### src/rtl/dirctl_pkg.sv
package dirctl_pkg;

    localparam int OP_W = 3;

    typedef enum logic [OP_W-1:0] {
        PKT_NONE = 3'd0,
        PKT_DATA = 3'd1,
        PKT_WACK = 3'd2,
        PKT_IACK = 3'd3,
        PKT_UPD  = 3'd4,
        PKT_INV  = 3'd5
    } pkt_op_e;

    typedef enum logic [1:0] {
        ST_IDLE  = 2'd0,
        ST_FAN   = 2'd1,
        ST_REPLY = 2'd2
    } state_e;

    typedef struct packed {
        logic    valid;
        logic    is_read;
        logic    is_write;
        logic    is_evict;
        pkt_op_e reply;
    } req_ctl_t;

    function automatic req_ctl_t decode_req(logic [OP_W-1:0] op);
        req_ctl_t c;
        c = '{valid: 1'b0, is_read: 1'b0, is_write: 1'b0, is_evict: 1'b0, reply: PKT_NONE};
        case (op)
            3'd1: begin c.valid = 1'b1; c.is_read  = 1'b1; c.reply = PKT_DATA; end
            3'd2,
            3'd3: begin c.valid = 1'b1; c.is_write = 1'b1; c.reply = PKT_WACK; end
            3'd4: begin c.valid = 1'b1; c.is_evict = 1'b1; c.reply = PKT_IACK; end
            default: ;
        endcase
        return c;
    endfunction

    function automatic logic is_fan_op(logic [OP_W-1:0] op);
        return (op == PKT_UPD) || (op == PKT_INV);
    endfunction

endpackage

### src/rtl/dirctl_store.sv
module dirctl_store #(
    parameter int N_CACHES = 4,
    parameter int N_LINES  = 16,
    parameter int DATA_W   = 32,
    parameter int ADDR_W   = 4
) (
    input  logic                clk,
    input  logic                rst,
    input  logic [ADDR_W-1:0]   rd_addr,
    output logic [DATA_W-1:0]   rd_data,
    output logic [N_CACHES-1:0] rd_dir,
    input  logic                we,
    input  logic [ADDR_W-1:0]   wr_addr,
    input  logic                wr_data_en,
    input  logic [DATA_W-1:0]   wr_data,
    input  logic [N_CACHES-1:0] wr_dir
);
    logic [DATA_W-1:0]   blk_q [N_LINES];
    logic [N_CACHES-1:0] vec_q [N_LINES];

    assign rd_data = blk_q[rd_addr];
    assign rd_dir  = vec_q[rd_addr];

    always_ff @(posedge clk) begin
        if (rst) begin
            for (int i = 0; i < N_LINES; i++) begin
                blk_q[i] <= '0;
                vec_q[i] <= '0;
            end
        end else if (we) begin
            vec_q[wr_addr] <= wr_dir;
            if (wr_data_en) begin
                blk_q[wr_addr] <= wr_data;
            end
        end
    end
endmodule

### src/rtl/dirctl_lowbit.sv
module dirctl_lowbit #(
    parameter int N     = 4,
    parameter int IDX_W = 2
) (
    input  logic [N-1:0]     mask,
    output logic             any,
    output logic [IDX_W-1:0] idx,
    output logic [N-1:0]     onehot
);
    always_comb begin
        idx = '0;
        for (int i = N - 1; i >= 0; i--) begin
            if (mask[i]) begin
                idx = IDX_W'(i);
            end
        end
        any    = |mask;
        onehot = any ? (N'(1) << idx) : '0;

        if (any) begin
            pick_lowest_chk: assert (((onehot & mask) == onehot) && ((mask & (onehot - N'(1))) == '0));
        end
    end
endmodule

### src/rtl/dirctl_pktout.sv
module dirctl_pktout
    import dirctl_pkg::*;
#(
    parameter int CID_W  = 2,
    parameter int ADDR_W = 4,
    parameter int DATA_W = 32
) (
    input  state_e              state,
    input  logic [CID_W-1:0]    fan_idx,
    input  pkt_op_e             fan_op,
    input  logic [DATA_W-1:0]   fan_data,
    input  pkt_op_e             reply_op,
    input  logic [CID_W-1:0]    reply_dest,
    input  logic [DATA_W-1:0]   reply_data,
    input  logic [ADDR_W-1:0]   line_addr,
    output logic                out_valid,
    output logic [OP_W-1:0]     out_op,
    output logic [CID_W-1:0]    out_dest,
    output logic [ADDR_W-1:0]   out_addr,
    output logic [DATA_W-1:0]   out_data
);
    always_comb begin
        out_valid = 1'b0;
        out_op    = PKT_NONE;
        out_dest  = '0;
        out_data  = '0;
        out_addr  = line_addr;
        case (state)
            ST_FAN: begin
                out_valid = 1'b1;
                out_op    = fan_op;
                out_dest  = fan_idx;
                out_data  = fan_data;
            end
            ST_REPLY: begin
                out_valid = 1'b1;
                out_op    = reply_op;
                out_dest  = reply_dest;
                out_data  = reply_data;
            end
            default: ;
        endcase
    end
endmodule

### src/rtl/dirctl_home.sv
module dirctl_home
    import dirctl_pkg::*;
#(
    parameter int N_CACHES        = 4,
    parameter int N_LINES         = 16,
    parameter int DATA_W          = 32,
    parameter bit WRITE_INVALIDATE = 1'b0,
    localparam int CID_W  = (N_CACHES > 1) ? $clog2(N_CACHES) : 1,
    localparam int ADDR_W = (N_LINES > 1) ? $clog2(N_LINES) : 1
) (
    input  logic              clk,
    input  logic              rst,
    input  logic              in_valid,
    output logic              in_ready,
    input  logic [2:0]        in_op,
    input  logic [CID_W-1:0]  in_src,
    input  logic [ADDR_W-1:0] in_addr,
    input  logic [DATA_W-1:0] in_data,
    output logic              out_valid,
    input  logic              out_ready,
    output logic [2:0]        out_op,
    output logic [CID_W-1:0]  out_dest,
    output logic [ADDR_W-1:0] out_addr,
    output logic [DATA_W-1:0] out_data
);
    state_e              state_q;
    logic [CID_W-1:0]    src_q;
    logic [ADDR_W-1:0]   addr_q;
    logic [DATA_W-1:0]   data_q;
    pkt_op_e             reply_q;
    logic [N_CACHES-1:0] fan_q;

    req_ctl_t            ctl;
    logic                accept;
    logic [N_CACHES-1:0] src_bit;
    logic [DATA_W-1:0]   rd_data;
    logic [N_CACHES-1:0] rd_dir;
    logic [N_CACHES-1:0] write_dir;
    logic [N_CACHES-1:0] wr_dir;
    logic [N_CACHES-1:0] fan_seed;
    logic [N_CACHES-1:0] fan_rest;
    logic                fan_any;
    logic [CID_W-1:0]    fan_idx;
    logic [N_CACHES-1:0] fan_onehot;
    pkt_op_e             fan_op;
    logic [DATA_W-1:0]   fan_data;

    assign ctl      = decode_req(in_op);
    assign in_ready = (state_q == ST_IDLE);
    assign accept   = in_valid && in_ready;
    assign src_bit  = N_CACHES'(1) << in_src;
    assign fan_seed = ctl.is_write ? (rd_dir & ~src_bit) : '0;
    assign fan_rest = fan_q & ~fan_onehot;

    generate
        if (WRITE_INVALIDATE) begin : g_inv
            assign write_dir = src_bit;
            assign fan_op    = PKT_INV;
            assign fan_data  = '0;
        end else begin : g_upd
            assign write_dir = rd_dir | src_bit;
            assign fan_op    = PKT_UPD;
            assign fan_data  = data_q;
        end
    endgenerate

    always_comb begin
        wr_dir = rd_dir;
        if (ctl.is_read) begin
            wr_dir = rd_dir | src_bit;
        end else if (ctl.is_evict) begin
            wr_dir = rd_dir & ~src_bit;
        end else if (ctl.is_write) begin
            wr_dir = write_dir;
        end
    end

    dirctl_store #(
        .N_CACHES(N_CACHES), .N_LINES(N_LINES), .DATA_W(DATA_W), .ADDR_W(ADDR_W)
    ) i_store (
        .clk       (clk),
        .rst       (rst),
        .rd_addr   (in_addr),
        .rd_data   (rd_data),
        .rd_dir    (rd_dir),
        .we        (accept && ctl.valid),
        .wr_addr   (in_addr),
        .wr_data_en(ctl.is_write),
        .wr_data   (in_data),
        .wr_dir    (wr_dir)
    );

    dirctl_lowbit #(.N(N_CACHES), .IDX_W(CID_W)) i_lowbit (
        .mask  (fan_q),
        .any   (fan_any),
        .idx   (fan_idx),
        .onehot(fan_onehot)
    );

    dirctl_pktout #(.CID_W(CID_W), .ADDR_W(ADDR_W), .DATA_W(DATA_W)) i_pktout (
        .state     (state_q),
        .fan_idx   (fan_idx),
        .fan_op    (fan_op),
        .fan_data  (fan_data),
        .reply_op  (reply_q),
        .reply_dest(src_q),
        .reply_data(data_q),
        .line_addr (addr_q),
        .out_valid (out_valid),
        .out_op    (out_op),
        .out_dest  (out_dest),
        .out_addr  (out_addr),
        .out_data  (out_data)
    );

    always_ff @(posedge clk) begin
        if (rst) begin
            state_q <= ST_IDLE;
            src_q   <= '0;
            addr_q  <= '0;
            data_q  <= '0;
            reply_q <= PKT_NONE;
            fan_q   <= '0;
        end else begin
            case (state_q)
                ST_IDLE: begin
                    if (accept && ctl.valid) begin
                        src_q   <= in_src;
                        addr_q  <= in_addr;
                        data_q  <= ctl.is_write ? in_data : (ctl.is_read ? rd_data : '0);
                        reply_q <= ctl.reply;
                        fan_q   <= fan_seed;
                        state_q <= (|fan_seed) ? ST_FAN : ST_REPLY;
                    end
                end
                ST_FAN: begin
                    if (out_ready && fan_any) begin
                        fan_q <= fan_rest;
                        if (fan_rest == '0) begin
                            state_q <= ST_REPLY;
                        end
                    end
                end
                ST_REPLY: begin
                    if (out_ready) begin
                        state_q <= ST_IDLE;
                    end
                end
                default: state_q <= ST_IDLE;
            endcase
        end
    end


    no_accept_while_sending_chk: assert property (@(posedge clk) disable iff (rst)
        accept |-> !out_valid);


    hold_when_stalled_chk: assert property (@(posedge clk) disable iff (rst)
        (out_valid && !out_ready) |=> (out_valid && $stable(out_op) && $stable(out_dest)
                                        && $stable(out_addr) && $stable(out_data)));


    fan_ascending_chk: assert property (@(posedge clk) disable iff (rst)
        (out_valid && out_ready && is_fan_op(out_op)) |=>
            (!(out_valid && is_fan_op(out_op)) || (out_dest > $past(out_dest))));


    fan_not_self_chk: assert property (@(posedge clk) disable iff (rst)
        (out_valid && is_fan_op(out_op)) |-> (out_dest != src_q));


    idle_after_reply_chk: assert property (@(posedge clk) disable iff (rst)
        (out_valid && out_ready && !is_fan_op(out_op)) |=> (in_ready && !out_valid));

    generate
        if (WRITE_INVALIDATE) begin : g_inv_chk

            no_update_in_inv_chk: assert property (@(posedge clk) disable iff (rst)
                !(out_valid && out_op == 3'(PKT_UPD)));
        end else begin : g_upd_chk

            no_invalidate_in_upd_chk: assert property (@(posedge clk) disable iff (rst)
                !(out_valid && out_op == 3'(PKT_INV)));
        end
    endgenerate
endmodule

### config.mk
export PLATFORM = sky130hd
export DESIGN_NAME = dirctl_home
export DESIGN_NICKNAME = d
export VERILOG_FILES = /design/src/rtl/dirctl_pkg.sv /design/src/rtl/dirctl_store.sv /design/src/rtl/dirctl_lowbit.sv /design/src/rtl/dirctl_pktout.sv /design/src/rtl/dirctl_home.sv
export SDC_FILE = /design/constraint.sdc
export NUM_CORES = 1
export LEC_CHECK = 0
export ABC_AREA = 1
export BUFFER_PORTS_ARGS = -buffer_cell sky130_fd_sc_hd__buf_4
export CAP_MARGIN = 15
export CORE_MARGIN = 2
export CORE_UTILIZATION = 40
export DETAILED_ROUTE_END_ITERATION = 6
export GPL_TIMING_DRIVEN = 0
export SYNTH_ARGS = -nofsm -noshare
export SYNTH_HDL_FRONTEND = slang
export SYNTH_SLANG_ARGS = --single-unit
### constraint.sdc
create_clock -name clk -period 5 [get_ports clk]
set_input_delay 0.25 -clock clk [delete_from_list [all_inputs] [get_ports clk]]
set_output_delay 0.25 -clock clk [all_outputs]
set_load 0.005 [all_outputs]
==> Yosys cells after proc, flatten, opt, wreduce, memory -nomap -nowiden <==
Memory sizes are Yosys's and may differ from the RTL's.
Cells that the tools add are included.
{ "op_classes": {"eq_ne": 10, "n_shift": 2, "muxes": 44, "bitwise_logic": 5, "reduce_logical": 16} }
{ "op_table": {"columns": ["op", "n"], "rows": [
  ["2-to-1 mux 32 bit", 4],
  ["2-to-1 mux 4 bit", 10],
  ["OR reduction 32 bit", 1],
  ["2-to-1 mux 2 bit", 9],
  ["2-to-1 mux 1 bit", 16],
  ["OR reduction 4 bit", 4],
  ["one-hot mux 2 bit (3 select lines)", 2],
  ["bitwise AND 4 bit", 2],
  ["NOT 4 bit", 2],
  ["one-hot mux 4 bit (2 select lines)", 1],
  ["left shift 1 x 2 -> 4 bit (first input constant)", 2],
  ["equality test 3 x 2 -> 1 bit (second input constant)", 2],
  ["inequality test 2 bit (second input constant)", 3],
  ["one-hot mux 3 bit (2 select lines)", 1],
  ["zero test 4 bit", 1],
  ["OR 4 bit", 1],
  ["one-hot mux 2 bit (2 select lines)", 1],
  ["AND reduction 4 bit", 1],
  ["OR reduction 2 bit", 2],
  ["equality test 3 x 1 -> 1 bit (second input constant)", 1],
  ["equality test 3 bit (second input constant)", 1],
  ["logical AND 1 bit", 3],
  ["AND reduction 3 bit", 1],
  ["equality test 2 x 1 -> 1 bit (second input constant)", 1],
  ["5 further kinds", 5]
]} }
{ "totals": {"regBits": 47, "mem_bits_rw": 576, "inputBits": 45, "word_cells": 85, "memories": 2} }
{ "mem_list": {"columns": ["name", "words", "word_bits", "rd", "rd_clocked_by_memory_dff", "write_ports", "line", "text"], "rows": [
  ["i_store.blk_q", 16, 32, 1, 0, 16, "dirctl_store.sv:18", "logic [DATA_W-1:0] blk_q [N_LINES];"],
  ["i_store.vec_q", 16, 4, 1, 0, 16, "dirctl_store.sv:19", "logic [N_CACHES-1:0] vec_q [N_LINES];"]
]} }

==> Depth between registers and ports, before layout <==
Gate-level depths: netlist of run 1.
{ "depth": {"word_depth": 12, "depth_mapped": 15, "ltp_nobuf": 13} }

==> Modules after synthesis <==
Synthesis of run 1 repeated with hierarchy kept, for this count alone.
{ "hier_totals": {"hier_cells": 3560, "hier_area_um2": 30585.6} }
{ "by_module_without_submodules": {"columns": ["mod", "instances", "cells_per_inst", "area_each_um2", "seq_area_each_um2"], "rows": [
  ["dirctl_store", 1, 3113, 27535.2, 17296.6],
  ["dirctl_home", 1, 302, 2280.9, 920.9],
  ["dirctl_pktout", 1, 132, 716.9, 0.0],
  ["dirctl_lowbit", 1, 13, 52.6, 0.0]
]} }

==> Worst setup path before layout of run 1 <==
Ideal clock, no wire load.
{ "synth_timing": {"kind": "reg2reg", "startpoint": "reg state_q[0]", "endpoint": "mem i_store.blk_q[10][0], enable pin", "setup_ps": 466, "arrival_ps": 3701, "path_slack_ps": 833, "path_stages_with_launch": 12, "path_cell_list": "dfxtp_1 inv_1 ha_1 nand2_1 inv_1 nand2_2 inv_2 nand2_2 nor3_2 nand2_1 buf_2 o21ai_0"} }
{ "synth_rtl": {"columns": ["item", "line", "text"], "rows": [
  ["from (decl)", "dirctl_home.sv:26", "state_e state_q;"],
  ["from (signal assigned)", "dirctl_home.sv:133", "state_q <= (|fan_seed) ? ST_FAN : ST_REPLY;"],
  ["to (decl)", "dirctl_store.sv:18", null]
]} }

==> summary.md, run 1 <==
| Metric | Value |
|---|---|
| Outcome | `complete, no violations` |
| Synthesized-area fraction occupied by adder cells | `less than 1%` |
| Largest family of logic cells by synthesized area | `simple AND/OR/NAND/NOR gates` |
| Post-route ant nets | `0` |
| Fraction of registers with async set/reset | `0%` |
| P_leak | `approximately 12 nW` |
| Critical path arrival | `3.67 ns` |
| Syn-to-layout area delta | `16.3%` |
| Number of synthesized flops with an enable pin | `576` |
| Die Y | `roughly 260 um` |
| Seq cells post-synth | `roughly 620` |
| Max incr delay on CP | `roughly 0.8 ns` |
| Synth top area share | `between 60% and 70%` |
| First-pass GRT wire length | `132000 um` |
| Final HPWL DP | `between 60000 and 70000 um` |
| H-Tree Depth | `3` |
| Worst IR drop on VDD | `between 0.2 and 0.25 mV` |
| WL/cell | `approximately 25 um` |
| CP max-delay cell | `o21ai_4` |
| Vias | `20900` |
| Starting Density | `roughly two fifths` |
| Largest net degree at the start of global routing | `25` |
| Largest area contributor in the netlist | `edfxtp_1` |
| Clk slew on worst S/H paths | `0.06 ns` |
| CTS tree | `done` |
| Worst Path Required | `5.30 ns` |
| Placeable Area | `between 60000 and 70000 um2` |
| Number of synthesis warnings | `0` |
| Synth Cell Area | `roughly 27000 um2` |
| Post-CTS Resized | `0` |
| Synth Instances | `roughly 2600` |
| Min Clock Period, post-route | `around 3.4 ns` |
| Cell Chain, Critical Path | `inv_1 -> ha_1 -> nand2_1 -> inv_1 -> nand2_2 -> inv_2 -> nand2_2 -> nor3_2 -> nand2_1 -> buf_2 -> o21ai_4 -> buf_16` |
| Final core occ | `a little under half` |
| Synth cell types | `32` |
| Worst-Skew Late Latency | `approximately 0.6 ns` |
| Layout Skew | `between 0.015 and 0.02 ns` |
| Fmax | `a little under 300 MHz` |
| Rows | `95` |
| Count of boundary I/O pins | `88` |
| N_diodes | `0` |
| Avg Inst Size Synth | `10.6 um2` |
| Proportion of synthesized area in mux cells | `0%` |
| Final slew viol count | `0` |
| Syn_nets | `about 2600` |
| Post-Synth Simple-Gate Area | `around 17%` |
| Nets@finish | `around 2800` |
| RD Place Congestion | `approximately 0.92` |
| CTS Buf Count | `66` |
| DRT Pass-1 Iters | `5` |
| Ys flop type | `edfxtp_1` |
| Post-Route WL | `~90000 um` |
| Total die area | `around 70000 um2` |
| Fin crit share | `approximately two thirds` |
| Remaining DRCs | `0` |
| Hold Vio Cnt, Final | `0` |
| Vias in the first global route | `between 20000 and 25000` |
| Clock Sinks | `622` |
| Post-CTS Setup Inserts | `0` |
| CP Launch Type | `flip-flop` |
| Area contributors post-synth | `edfxtp_1 64%, nor2_1 9.0%, a22oi_1 7.1%, nand2_1 6.7%, dfxtp_1 3.4%` |
| Chip width | `approximately 260 um` |
| Max-cap viol count | `0` |
| Hold crit path type | `in -> reg` |
| Fin Hold WS | `between 0.02 and 0.03 ns` |
| Initial antenna violation count | `0` |
| Final Setup Violations | `0` |
| Power density cells | `~380 nW/um2` |
| Via density | `roughly 5.7` |
| Post-Synth XOR/XNOR Area | `0%` |
| DRT iter0 DRCs | `~2800` |
| Clock tree buffer depth | `3` |
| Register area share after synthesis | `about two thirds` |
| Total gr overflow | `0` |
| Design area | `approximately 32000 um2` |
| Least-Margin Pin Slew | `around 1.2 ns` |
| Unrepaired setup endpoints after global routing | `false` |
| Crit-path max FO | `20` |
| Post-CTS Hold Buffers | `3` |
| Most common cell in the synthesized netlist | `nor2_1` |
| Synth Area in Compound Gates | `between 10% and 20%` |
| Worst Setup End Kind | `flip-flop` |
| Setup WS pre-CTS | `between 1.5 and 2 ns` |
| Fraction of layout cells with a size suffix above 1 | `between 10% and 20%` |
| Clock root cell | `clkbuf_16` |
| Total GRT Usage | `25.9%` |
| Post-synth top cells | `651 x nor2_1, 576 x edfxtp_1, 484 x nand2_1` |
| Relative slew slack | `roughly 18%` |
| DP Area | `~29000 um2` |
| Number of port buffers | `86` |
| Critical path type | `reg -> reg` |
| Post-route worst setup slack | `1.63 ns` |
layout by cell type (no fill, tap or decap), types with 2 or more instances in the layout:
cell / n
a21oi_1: 37
a21oi_4: 3
a31oi_1: 24
dlygate4sd3_1: 3
a22oi_1: 256
inv_2: 3
a21o_1: 10
nand2_1: 484
buf_4: 94
buf_2: 114
clkinv_2: 6
a21boi_0: 3
nor2_1: 651
nand3_1: 18
ha_1: 3
clkbuf_16: 71
o21ai_0: 64
buf_1: 17
nor3_2: 3
o21ai_1: 2
o21ai_4: 16
clkinv_1: 32
edfxtp_1: 576
nand2_2: 2
inv_1: 98
buf_12: 13
clkbuf_8: 2
buf_16: 3
a211oi_1: 6
a21oi_2: 3
dfxtp_1: 46
bufinv_16: 5
nand4_1: 13
clkbuf_1: 88
cells by family (layout without fill, tap and decap cells):
family,count (synthesis),after routing
AO/OA/AOI/OAI,426,426
adder cells (fa/ha/maj),3,3
buffers and inverters,334,555
flip-flops,622,622
AND/OR/NAND/NOR,1173,1173
metal layers:
metal	GRT usage, %	wire length, um
met1	35.4	35800
met2	40.4	41000
met3	5.04	10600
met4	11.4	3700
met5	0	0
cell type report:
cell class              instances  area, um2
clock inverters                24        243
inverters                     124        468
multi-input cells            1602       7620
flip-flops and latches        622      18200
fillers                      6089      35600
repair buffers                106       1030
plain buffers                 210        968
well taps                     873       1090
clock buffers                  91       1870
worst paths after layout:
kind,end,slack (ns),cells after the start,startpoint
worst max-delay path,i_store.blk_q[14][16],1.63,12,state_q[1]
worst min-delay path,src_q[0],0.03,3,in_src[0]
worst min register to register,reply_q[0],0.47,2,reply_q[0]
worst max register to register,i_store.blk_q[14][16],1.63,12,state_q[1]
stage by stage:
stage                     std cells  total power, mW  setup TNS [ns]
final                          3652             12.1               0
after global routing           3652             12.4               0
after CTS                      3651             12.1               0
after detailed placement       3533             7.31               0
after global placement         3517             7.27         -951.05
after floorplan                2558             6.73               0
power breakdown:
| group | internal, mW | leakage, nW | switching [mW] |
|---|---|---|---|
| clock | 2.87 | 1.03 | 2.01 |
| combinational | 0.346 | 4.62 | 0.916 |
| sequential | 5.89 | 6.32 | 0.0863 |
sequential cells by signal, indices dropped and copies added, names as in the netlist:
register,cells
src_q,2
fan_q,4
state_q,2
reply_q,2
data_q,32
i_store.vec_q,64
i_store.blk_q,512
addr_q,4
critical path: cells and delay by family (launching register included):
| family | cells | cell delay [ns] |
|---|---|---|
| simple gates | 5 | 0.86 |
| flops | 1 | 0.31 |
| buf+inv | 5 | 0.81 |
| compound gates | 1 | 0.81 |
| fa+ha+maj | 1 | 0.26 |
No activity file was read; power rests on OpenSTA's default activity.
==> run 2: changes to the inputs <==
==> constraint.sdc (replaced) <==
create_clock -name clk -period 3.5 [get_ports clk]
set_input_delay 0.175 -clock clk [delete_from_list [all_inputs] [get_ports clk]]
set_output_delay 0.175 -clock clk [all_outputs]
set_load 0.005 [all_outputs]
==> summary.md, run 2 (synthesis gave the netlist of run 1 again) <==
| Metric | Value |
|---|---|
| Crit-path max FO | `10` |
| Met1 wire length | `between 30000 and 40000 um` |
| Max-cap viol count | `0` |
| Worst-Skew Late Latency | `between 0.6 and 0.7 ns` |
| P_leak | `approximately 12 nW` |
| Fmax | `a little under 300 MHz` |
| Fin crit share | `a little over nine tenths` |
| RD Place Congestion | `a little over 0.9` |
| Count of boundary I/O pins | `slightly below 90` |
| Worst Path Required | `between 3 and 4 ns` |
| Clock tree buffer depth | `3` |
| Fillers | `~6100` |
| Setup WS pre-CTS | `between 0.2 and 0.3 ns` |
| Switching Fraction | `about 26%` |
| Final slew viol count | `0` |
| Met3 wire length | `around 11000 um` |
| Final Setup Violations | `0` |
| Max incr delay on CP | `between 0.8 and 0.9 ns` |
| Placeable Area | `about 67000 um2` |
| Vias | `about 21000` |
| Clock Sinks | `622` |
| Layout Skew | `about 0.034 ns` |
| Max reg flops | `around 510` |
| DRT iter0 DRCs | `about 3000` |
| Fraction of layout cells with a size suffix above 1 | `between 10% and 20%` |
| Biggest regs | `i_store.blk_q: 512 flops, i_store.vec_q: 64 flops, data_q: 32 flops` |
| Chip width | `~260 um` |
| Reg power frac | `approximately half` |
| CP delay by family, top | `buffers and inverters` |
| Most frequent cells in the layout | `651 x nor2_1, 576 x edfxtp_1, 484 x nand2_1` |
| Buf/Inv on CP | `5` |
| Number of port buffers | `86` |
| Design area | `~32000 um2` |
| Clock root cell | `clkbuf_16` |
| Max Used Layer | `met5` |
| DP Area | `29400 um2` |
| N_diodes | `0` |
| Rows | `95` |
| WL/cell | `around 26 um` |
| Critical path type | `reg -> out` |
| Met2 wire len | `between 40000 and 50000 um` |
| Via density | `~5.8` |
| Worst IR drop on VDD | `about 0.28 mV` |
| Post-route ant nets | `0` |
| Critical path arrival | `3.23 ns` |
| Cell internal pwr | `~13 mW` |
| Biggest register | `i_store.blk_q` |
| Starting Density | `between 40% and 50%` |
| Relative slew slack | `between 15 and 20%` |
| Post-CTS Setup Inserts | `0` |
| Worst Setup End Kind | `output port` |
| Combinational share of power | `between 10% and 20%` |
| Post-route worst setup slack | `0.0928 ns` |
| Hold Vio Cnt, Final | `0` |
| Post-CTS Resized | `0` |
| H-Tree Depth | `3` |
| Post-CTS Hold Buffers | `12` |
| Initial antenna violation count | `1` |
| Clk slew on worst S/H paths | `~0.060 ns` |
| DRT Pass-1 Iters | `5` |
| Outcome | `complete, no violations` |
| Min Clock Period, post-route | `3.41 ns` |
| Cell Chain, Critical Path | `inv_1 -> ha_1 -> clkbuf_1 -> clkbuf_1 -> nand2_1 -> inv_1 -> buf_4` |
| Syn-to-layout area delta | `16.8%` |
| Commonest non-fill, non-tap cell in the layout | `nor2_1` |
| Remaining DRCs | `0` |
| Final core occ | `between 40% and 50%` |
| Unrepaired setup endpoints after global routing | `false` |
| Multi-input logic area | `7620 um2` |
| Nets@finish | `about 2800` |
| Psw | `4.45 mW` |
| First-pass GRT wire length | `about 140000 um` |
| CP Launch Type | `flip-flop` |
| Total die area | `69800 um2` |
| Post-Route WL | `95000 um` |
| Total GRT Usage | `roughly 27%` |
| Power density cells | `about 550 nW/um2` |
| Fin Hold WS | `0.0292 ns` |
| Largest net degree at the start of global routing | `24` |
| CTS Buf Count | `between 60 and 70` |
| Reg area | `roughly 18000 um2` |
| Part of the power in the clock network | `40.3%` |
| CP max-delay cell | `clkbuf_1` |
| Least-Margin Pin Slew | `about 1.2 ns` |
| Total gr overflow | `0` |
| CTS tree | `done` |
| Vias in the first global route | `about 21000` |
| Hold crit path type | `in -> reg` |
| Final HPWL DP | `between 60000 and 70000 um` |
| Die Y | `about 260 um` |
-- run 2: path summary, 6_finish.rpt --
kind,from,endpoint,slack (ns),cells after the start
setup / recovery,state_q[0],out_data[2],0.09,7
hold / removal,in_data[8],data_q[8],0.03,5
setup reg to reg,state_q[1],i_store.blk_q[2][22],0.16,12
hold reg to reg,reply_q[1],reply_q[1],0.47,2
-- run 2: power by group through the flow --
stage | Clock [mW] | Combinational (mW) | Sequential [mW]
final | 7.03 | 1.88 | 8.54
after CTS | 7.04 | 1.83 | 8.54
after global placement | 0 | 1.71 | 8.71
after floorplan | 0 | 0.950 | 8.66
after global routing | 7.32 | 1.99 | 8.57
after detailed placement | 0 | 1.81 | 8.69
-- run 2: layer usage --
layer | GRT usage, % | vias up
li1 | - | 9163
met1 | 35.2 | 10400
met2 | 41.4 | 1314
met3 | 6.74 | 268
met4 | 15.1 | 2
met5 | 0 | -
-- run 2: metrics by stage --
step	total power, mW	TNS [ns]	std cells
after CTS	17.4	0	3668
after global placement	10.4	-924.38	3517
after detailed placement	10.5	0	3534
final	17.4	0	3669
after global routing	17.9	0	3669
after floorplan	9.61	0	2558
-- run 2: layout make-up --
type / instances / share of cell area (%)
inverters: 124 / 1.48
repair buffers: 116 / 3.66
multi-input cells: 1602 / 24.1
clock buffers: 102 / 6.17
well taps: 873 / 3.45
plain buffers: 210 / 3.06
clock inverters: 20 / 0.549
flip-flops and latches: 622 / 57.6
-- run 2: worst reg2reg max path: stages (launching register included) --
cell,delay (ns)
dfxtp_1,0.32
inv_1,0.10
ha_1,0.25
nand2_1,0.08
inv_1,0.09
nand2_2,0.19
inv_2,0.16
nand2_2,0.13
nor3_2,0.40
nand2_1,0.13
buf_2,0.29
o21ai_4,0.59
buf_12,0.29
==> run 3: changes to the inputs <==
--- a/config.mk
+++ b/config.mk
@@ -9,9 +9,10 @@
 export BUFFER_PORTS_ARGS = -buffer_cell sky130_fd_sc_hd__buf_4
 export CAP_MARGIN = 15
 export CORE_MARGIN = 2
-export CORE_UTILIZATION = 40
+export CORE_UTILIZATION = 62
 export DETAILED_ROUTE_END_ITERATION = 6
 export GPL_TIMING_DRIVEN = 0
+export PLACE_DENSITY = 0.8
 export SYNTH_ARGS = -nofsm -noshare
 export SYNTH_HDL_FRONTEND = slang
 export SYNTH_SLANG_ARGS = --single-unit
==> summary.md, run 3 (synthesis gave the netlist of run 1 again) <==
| Metric | Value |
|---|---|
| Clock root cell | `clkbuf_16` |
| RD Place Congestion | `0.933` |
| Worst IR drop on VDD | `about 0.44 mV` |
| Min Clock Period, post-route | `roughly 3.6 ns` |
| Max reg flops | `between 500 and 600` |
| Commonest non-fill, non-tap cell in the layout | `nor2_1` |
| Layout Skew | `approximately 0.020 ns` |
| WHS Endpoint | `data_q[13]` |
| Most frequent cell on the critical path | `clkbuf_1` |
| Die Y | `about 210 um` |
| DP Area | `about 29000 um2` |
| Total die area | `45400 um2` |
| H-Tree Depth | `2` |
| Final HPWL DP | `approximately 60000 um` |
| Biggest regs | `i_store.blk_q: 512 flops, i_store.vec_q: 64 flops, data_q: 32 flops` |
| Placeable Area | `between 40000 and 50000 um2` |
| CP max-delay cell | `clkbuf_1` |
| WL/cell | `between 20 and 30 um` |
| Total gr overflow | `0` |
| Most frequent cells in the layout | `650 x nor2_1, 576 x edfxtp_1, 484 x nand2_1` |
| Worst-Skew Late Latency | `~0.65 ns` |
| R2r setup slk | `-0.04 ns` |
| Hold Vio Cnt, Final | `0` |
| Worst r2r path cells | `12` |
| Nets@finish | `2807` |
| Clock Sinks | `622` |
| Fraction of layout cells with a size suffix above 1 | `12.8%` |
| Largest net degree at the start of global routing | `22` |
| Worst Setup End Kind | `flip-flop` |
| Biggest register | `i_store.blk_q` |
| Design area | `around 31000 um2` |
| Clk slew on worst S/H paths | `about 0.060 ns` |
| R2r endpoint | `i_store.blk_q[2][7]` |
| Hold crit path type | `in -> reg` |
| Hold path cells | `5` |
| Final Setup Violations | `between 40 and 50` |
| Cell Chain, Critical Path | `dlygate4sd3_1 -> buf_4 -> inv_1 -> clkbuf_1 -> clkbuf_1 -> o21ai_4 -> buf_16` |
| Syn-to-layout area delta | `15.7%` |
| Total GRT Usage | `between 40 and 50%` |
| Count of boundary I/O pins | `between 80 and 90` |
| Starting Density | `between 60% and 70%` |
| Post-route ant nets | `0` |
| Failing checks | `design-rule violations, max-capacitance violations, negative setup slack` |
| Power density cells | `~540 nW/um2` |
| Critical path type | `in -> reg` |
| Rows | `between 70 and 80` |
| Hold Startpoint | `in_data[13]` |
| CTS Buf Count | `60` |
| Chip width | `around 210 um` |
| N_diodes | `0` |
| Post-route worst setup slack | `-0.0566 ns` |
| Number of port buffers | `between 80 and 90` |
| Via density | `6.59` |
| Outcome | `finished, violations left` |
| Vias | `roughly 22000` |
| P_leak | `about 12 nW` |
| DRT iter0 DRCs | `4364` |
| DRT Pass-1 Iters | `7` |
| Max-cap viol count | `1` |
| Worst r2r src | `state_q[1]` |
| Relative slew slack | `0.661%` |
| Critical path arrival | `3.94 ns` |
| Final slew viol count | `0` |
| Remaining DRCs | `21` |
| Vias in the first global route | `between 20000 and 25000` |
| Least-Margin Pin Slew | `between 1 and 1.5 ns` |
| Clock tree buffer depth | `3` |
| Fmax | `around 280 MHz` |
| CTS tree | `done` |
| Post-Route WL | `92300 um` |
| Fillers | `approximately 2800` |
| Worst Path Required | `3.88 ns` |
| Crit-path max FO | `17` |
| Setup WS pre-CTS | `0.177 ns` |
| Initial antenna violation count | `3` |
| CP Launch Type | `input pin` |
| Max incr delay on CP | `1.15 ns` |
| First-pass GRT wire length | `between 100000 and 150000 um` |
| Fin crit share | `102%` |
run 3: worst max path at each step:
stage / from / to / cells after the start
floorplan: state_q[0] / i_store.blk_q[2][0] / 11
global placement: state_q[0] / i_store.blk_q[10][23] / 11
detailed placement: state_q[1] / i_store.blk_q[6][4] / 12
CTS: state_q[1] / i_store.blk_q[6][7] / 12
global route: rst / i_store.blk_q[11][10] / 7
finish: rst / i_store.blk_q[11][10] / 7
run 3: routing by layer:
| metal | global-route usage (%) | vias to the layer above | share of wire (%) |
|---|---|---|---|
| li1 | - | 9183 | - |
| met1 | 50.8 | 10400 | 32 |
| met2 | 60.6 | 2290 | 43 |
| met3 | 14.4 | 515 | 17 |
| met4 | 26.5 | 4 | 7.8 |
| met5 | 0 | - | 0.029 |
run 3: layout make-up:
class                   count  area [um2]  area share (%)
inverters                 124         468            1.49
repair buffers            138        1460            4.65
well taps                 585         732            2.34
plain buffers             210         968            3.09
clock buffers              94        1720            5.48
multi-input cells        1603        7630            24.3
flip-flops and latches    622       18200            58.1
clock inverters            19         154           0.491
run 3: critical path, delay by kind of cell:
family                 cells  cell delay, ns
buffers and inverters      6            3.11
AO/OA/AOI/OAI              1            0.62
run 3: report_power, final:
part           internal, mW  leakage [nW]  switching (mW)
sequential             8.41          6.32           0.138
clock                  3.51         0.920            2.83
combinational         0.534          4.83            1.38
total                  12.5          12.1            4.35
run 3: what timing repair did:
item / 4_1_cts / 5_1_grt
hold buffers: 19 / 0
gates resized for setup: 0 / 1
buffers inserted: 0 / 16
setup endpoints to repair: 0 / 99
endpoints found under the hold margin: 19 / 0
run 3: stage by stage:
stage               instances  power [mW]  TNS, ns  hold slack [ns]  util, %
floorplan                2558        9.61        0            0.253        -
global placement         3229        10.3  -865.78            0.364     66.1
detailed placement       3245        10.4        0            0.366     67.5
CTS                      3377        16.6        0           0.0122     72.3
global route             3395        17.1   -0.303           0.0639     72.8
finish                   3395        16.8    -1.40           0.0102     72.8
